===== src/rtl/sds_pkg.sv =====
package sds_pkg;
    localparam int NUM_STAGES = 6;
    localparam int STAGE_W    = $clog2(NUM_STAGES);

    typedef enum logic [STAGE_W-1:0] {
        ST_UNWRAP  = 3'd0,
        ST_PARSE   = 3'd1,
        ST_IQIT    = 3'd2,
        ST_INTER   = 3'd3,
        ST_INTRA   = 3'd4,
        ST_DEBLOCK = 3'd5
    } stage_t;

    typedef enum logic {
        PH_IDLE = 1'b0,
        PH_WAIT = 1'b1
    } phase_t;

    typedef struct packed {
        logic accept;
        logic produced;
        logic stall;
    } resp_t;
endpackage


===== src/rtl/sds_resp_gate.sv =====
module sds_resp_gate
    import sds_pkg::*;
(
    input  logic   waiting,
    input  stage_t cur_stage,
    input  logic   done_i,
    input  logic   produced_i,
    input  logic   stall_i,
    output resp_t  resp
);
    // Flags only pass with an accepted done; otherwise they read as cleared.
    always_comb begin
        resp.accept   = done_i & waiting;
        resp.produced = resp.accept & produced_i;
        resp.stall    = resp.accept & stall_i & (cur_stage == ST_INTER);
    end
endmodule


===== src/rtl/sds_next_stage.sv =====
module sds_next_stage
    import sds_pkg::*;
(
    input  stage_t cur_stage,
    input  resp_t  resp,
    output stage_t nxt_stage
);
    always_comb begin
        unique case (cur_stage)
            ST_UNWRAP:  nxt_stage = resp.produced ? ST_PARSE : ST_UNWRAP;
            ST_PARSE:   nxt_stage = resp.produced ? ST_IQIT  : ST_UNWRAP;
            ST_IQIT:    nxt_stage = resp.produced ? ST_PARSE : ST_INTER;
            ST_INTER: begin
                if (resp.stall)         nxt_stage = ST_DEBLOCK;
                else if (resp.produced) nxt_stage = ST_IQIT;
                else                    nxt_stage = ST_INTRA;
            end
            ST_INTRA:   nxt_stage = resp.produced ? ST_INTER : ST_DEBLOCK;
            ST_DEBLOCK: nxt_stage = ST_INTRA;
            default:    nxt_stage = ST_UNWRAP;
        endcase
    end
endmodule


===== src/rtl/sds_phase_fsm.sv =====
module sds_phase_fsm
    import sds_pkg::*;
(
    input  logic clk,
    input  logic rst_n,
    input  logic eos_i,
    input  logic accept,
    output logic start_o,
    output logic waiting
);
    phase_t phase_q, phase_d;
    logic   start_d;

    always_ff @(posedge clk) begin
        if (!rst_n) begin
            phase_q <= PH_IDLE;
            start_o <= 1'b0;
        end else begin
            phase_q <= phase_d;
            start_o <= start_d;
        end
    end

    always_comb begin
        phase_d = phase_q;
        start_d = 1'b0;
        unique case (phase_q)
            PH_IDLE: if (!eos_i) begin           // launch
                phase_d = PH_WAIT;
                start_d = 1'b1;
            end
            PH_WAIT: if (accept) phase_d = PH_IDLE; // retire
            default: phase_d = PH_IDLE;
        endcase
    end

    assign waiting = (phase_q == PH_WAIT);


    start_pulse_chk: assert property (@(posedge clk) disable iff (!rst_n)
        start_o |=> !start_o);

    start_then_wait_chk: assert property (@(posedge clk) disable iff (!rst_n)
        start_o |-> waiting);

    eos_block_chk: assert property (@(posedge clk) disable iff (!rst_n)
        eos_i |=> !start_o);
endmodule


===== src/rtl/stage_dispatch_sched.sv =====
module stage_dispatch_sched
    import sds_pkg::*;
(
    input  logic               clk,
    input  logic               rst_n,
    input  logic               eos_i,
    input  logic               done_i,
    input  logic               produced_i,
    input  logic               stall_i,
    output logic               start_o,
    output logic [STAGE_W-1:0] stage_o
);
    stage_t cur_q, nxt;
    resp_t  resp;
    logic   waiting;

    sds_phase_fsm u_phase (
        .clk     (clk),
        .rst_n   (rst_n),
        .eos_i   (eos_i),
        .accept  (resp.accept),
        .start_o (start_o),
        .waiting (waiting)
    );

    sds_resp_gate u_gate (
        .waiting    (waiting),
        .cur_stage  (cur_q),
        .done_i     (done_i),
        .produced_i (produced_i),
        .stall_i    (stall_i),
        .resp       (resp)
    );

    sds_next_stage u_next (
        .cur_stage (cur_q),
        .resp      (resp),
        .nxt_stage (nxt)
    );

    always_ff @(posedge clk) begin
        if (!rst_n)           cur_q <= ST_UNWRAP;
        else if (resp.accept) cur_q <= nxt;
    end

    assign stage_o = cur_q;


    stage_hold_chk: assert property (@(posedge clk) disable iff (!rst_n)
        (waiting && !done_i) |=> $stable(stage_o));

    deblock_to_intra_chk: assert property (@(posedge clk) disable iff (!rst_n)
        (waiting && done_i && stage_o == ST_DEBLOCK) |=> stage_o == ST_INTRA);

    inter_stall_chk: assert property (@(posedge clk) disable iff (!rst_n)
        (waiting && done_i && stall_i && stage_o == ST_INTER) |=> stage_o == ST_DEBLOCK);

    idle_done_ignored_chk: assert property (@(posedge clk) disable iff (!rst_n)
        (!waiting) |=> $stable(stage_o));
endmodule


===== config.mk =====
export PLATFORM = sky130hd
export DESIGN_NAME = stage_dispatch_sched
export DESIGN_NICKNAME = d
export VERILOG_FILES = /design/src/rtl/sds_pkg.sv /design/src/rtl/sds_resp_gate.sv /design/src/rtl/sds_next_stage.sv /design/src/rtl/sds_phase_fsm.sv /design/src/rtl/stage_dispatch_sched.sv
export SDC_FILE = /design/constraint.sdc
export NUM_CORES = 1
export LEC_CHECK = 0
export ABC_AREA = 1
export BUFFER_PORTS_ARGS = -buffer_cell sky130_fd_sc_hd__buf_2
export CORE_AREA = 3 3 40 42
export CTS_CLUSTER_DIAMETER = 100
export DETAILED_ROUTE_END_ITERATION = 16
export DIE_AREA = 0 0 43 45
export GPL_ROUTABILITY_DRIVEN = 0
export GPL_TIMING_DRIVEN = 0
export HOLD_SLACK_MARGIN = 0.08
export SLEW_MARGIN = 20
export SYNTH_ARGS = -nofsm -noshare
export SYNTH_HDL_FRONTEND = slang
export SYNTH_SLANG_ARGS = --single-unit

===== constraint.sdc =====
create_clock -name clk -period 1.3 [get_ports clk]
set_input_delay 0.13 -clock clk [delete_from_list [all_inputs] [get_ports clk]]
set_output_delay 0.13 -clock clk [all_outputs]
set_load 0.02 [all_outputs]

==> flow_summary_export.csv <==
group,metric,value,unit
floorplan,rows,13,
worst_setup_path,critical_path_class,"flop to flop",
drt,totalWireLength,622,um
global_routing,antenna_found_initial,0,
placed_design,dpl_worst_slack,0.2108,ns
power,peakVddDrop,562.0,uV
global_routing,grt_use_total,0.08000,
yosys,synthFlopType,"dfxtp_1",
clocking,clkLatencyLatePin,0.23,ns
timing,setup_viol,0,
yosys,synth.distinct_cells,12,
layout,antenna_cells,0,
floorplan,die_y,45,um
drt,ant_nets,0,
placed_design,dpl.hpwl,504.3,um
drt,dr.pass1.iters,3,
timing,hold_violations,0,
yosys,synth_area_leaders,"dfxtp_1 (34%), nand2_1 (16%), nand3_1 (10%), inv_1 (9.1%), a21oi_1 (6.9%)",
yosys,netlist_instances,45,
run_status,outcome,"complete, no violations",
yosys,synth-simple-area-share,0.4009,
timing,slew-limit-headroom,0.8399,
worst_setup_path,cp_max_fo,6,
clocking,cts.path.max_buffers,2,
clocking,htreeDepth,1,
worst_setup_path,critPathLaunch,"stage_o[1]$_SDFFE_PN0N_",
yosys,synth_top_family_by_area,"simple AND/OR/NAND/NOR gates",
clocking,clock-root-buffer,"clkbuf_4",
worst_setup_path,reg2reg_setup_slack,0.20,ns
worst_setup_path,setup.worst_path.end,"stage_o[1]$_SDFFE_PN0N_",
yosys,syn-num-nets,51,
power,powerDensity,981.0,nW/um^2
power,internal-power,0.2943,mW
yosys,yosys.area_share.adder,0,
timing,tightest_slew,0.2383,ns
worst_setup_path,cp.required,1.47,ns
flow_run,cap_violations,0,
timing,maxSlewViolCount,0,
worst_setup_path,crit_slowest_cell,"dfxtp_1",
power,switching_share,0.2315,
global_routing,grt_pass1_wl,1131,um
worst_setup_path,worstPathCellList,"inv_1 > nor3_1 > nand2_1 > nand3_1 > nand2_1 > a21oi_2",
worst_setup_path,cpPeakStageDelay,0.41,ns
worst_setup_path,r2r-start,"stage_o[1]$_SDFFE_PN0N_",
timing,fin_crit_sh,0.8432,
yosys,synth.area.mux_share,0,
global_routing,grt_max_degree,8,
drt,wl_per_cell,8.405,um
floorplan,core-area,1285,sq um
yosys,synth-seq-cells,5,
yosys,yosysMostFrequentCell,"nand2_1",
floorplan,die_w,43,um
power,cellLeakagePower,0.2020,nW
clocking,cts_tree,"built",
worst_setup_path,ff2ff_path_depth,6,
timing,hold_slack,0.1428,ns
min_path,hp-class,"input port to flop",
power,pwr-share-seq,0.438,
timing,rsz0062_at_grt,"false",
worst_setup_path,crit_arrival,1.27,ns
worst_setup_path,r2r-end,"stage_o[1]$_SDFFE_PN0N_",
timing,fin_ws,0.2038,ns
yosys,netlist_area,290.3,sq um
floorplan,ios,10,
drt,vias,319,
drt,drt_iter0_markers,3,
floorplan,start_util,0.2259,
yosys,yosysWarnings,0,
min_path,hold_depth,2,
clocking,numClockSinks,5,
worst_setup_path,path_depth,6,
layout,area_delta_synth_final,34.48,%
yosys,synthArstFlopShare,0,
worst_setup_path,crit_top_cell,"nand2_1",
clocking,clkTransAtPathRegs,0.04,ns
yosys,synth_edf_count,0,
timing,fin_tns_setup,0,ns
power,p_comb_frac,0.113,
clocking,cts_setup_buffers,0,
worst_setup_path,cp_num_buf_inv,1,
yosys,synth_top_area_frac,0.3448,
clocking,cts_buffers,3,
timing,skew,0.0007114,ns
timing,fin_crit,1.096,ns
worst_setup_path,cp_top_family,"simple AND/OR/NAND/NOR gates",
yosys,synth.largest_area_cell,"dfxtp_1",
drt,vias_per_cell,4.311,
worst_setup_path,crit_path_end_kind,"flop",
timing,max_freq,0.9122,GHz
power,switchingPower,0.08867,mW
drt,route.detailed.drc,0,
power,clkPwrFrac,0.450,
global_routing,grt_overflow,0,
layout,layout.nets,66,
layout,drive_gt1_frac,0.2881,
yosys,synth_compound_area_frac,0.1638,
placed_design,portBuffers,9,
yosys,yosysSeqAreaShare,0.3448,
worst_setup_path,startpoint_type,"flop",
floorplan,dieArea,1935,sq um
yosys,syn_avg_cell_area,6.451,sq um
yosys,synth-xor-area-share,0,
yosys,ys_top_cells_by_count,"nand2_1 (12), inv_1 (7), nand3_1 (6)",
global_routing,grt_pass1_vias,284,
[logic make-up (layout without fill, tap and decap cells)]
logic type	after synthesis	in the layout
buf+inv	7	21
simple gates	25	25
flops	5	5
compound gates	8	8
[flip-flops by register name, indices dropped and copies added, names as in the netlist]
| register | count |
|---|---|
| stage_o | 3 |
| u_phase.start_o | 1 |
| u_phase.waiting | 1 |
[how the worst min path moves through the flow]
stage / start / end / slack, ns
final: rst_n / u_phase.waiting$_SDFF_PN0_ / 0.14
after global routing: rst_n / u_phase.waiting$_SDFF_PN0_ / 0.13
after CTS: rst_n / u_phase.waiting$_SDFF_PN0_ / 0.13
after detailed placement: eos_i / u_phase.start_o$_SDFF_PP0_ / 0.31
after global placement: eos_i / u_phase.start_o$_SDFF_PP0_ / 0.30
after floorplan: eos_i / u_phase.start_o$_SDFF_PP0_ / 0.22
[power groups by stage]
stage | combinational [mW] | clock [mW] | sequential [mW]
2_1_floorplan | 0.0218 | 0 | 0.172
3_3_place_gp | 0.0401 | 0 | 0.170
3_5_place_dp | 0.0409 | 0 | 0.170
4_1_cts | 0.0432 | 0.185 | 0.167
5_1_grt | 0.0484 | 0.198 | 0.168
6_report | 0.0432 | 0.172 | 0.168
[cell usage in the layout, fill, tap and decap left out]
cell type / n
nor2_2: 2
dfxtp_1: 5
nand3_1: 6
a21oi_2: 1
a31o_2: 1
clkbuf_4: 3
o21ai_0: 2
nand2_1: 12
nand2_4: 1
inv_1: 7
clkbuf_1: 1
a21oi_1: 4
dlygate4sd3_1: 1
buf_2: 9
nor2_1: 2
nor3_1: 2
[final cells by class]
class	instances	area [sq um]
fill	145	894.6
multi-input combinational	33	163.9
sequential	5	100.1
timing repair buffer	10	55.05
clock buffer	4	26.28
inverter	7	26.28
tap	15	18.77
[per-layer routing]
| layer | vias up | wire (um) | track usage |
|---|---|---|---|
| met5 | - | 0 | 0 |
| met2 | 4 | 296 | 0.1108 |
| met3 | 0 | 28 | 0.03586 |
| met4 | 0 | 0 | 0.05422 |
| li1 | 175 | - | - |
| met1 | 140 | 297 | 0.09903 |
[stage by stage]
step	instances	utilization	instance area, sq um	power, mW
finish	74	0.3038	390.4	0.3830
CTS	74	0.3038	390.4	0.3953
global placement	69	0.2756	354.1	0.2100
global route	74	0.3038	390.4	0.4141
floorplan	45	-	290.3	0.1941
detailed placement	69	0.2756	354.1	0.2111
[what timing repair did]
action,CTS,global route
hold buffers,1,0
hold endpoints to repair,1,0
gates resized for setup,0,0
No activity file was read; power rests on OpenSTA's default activity.
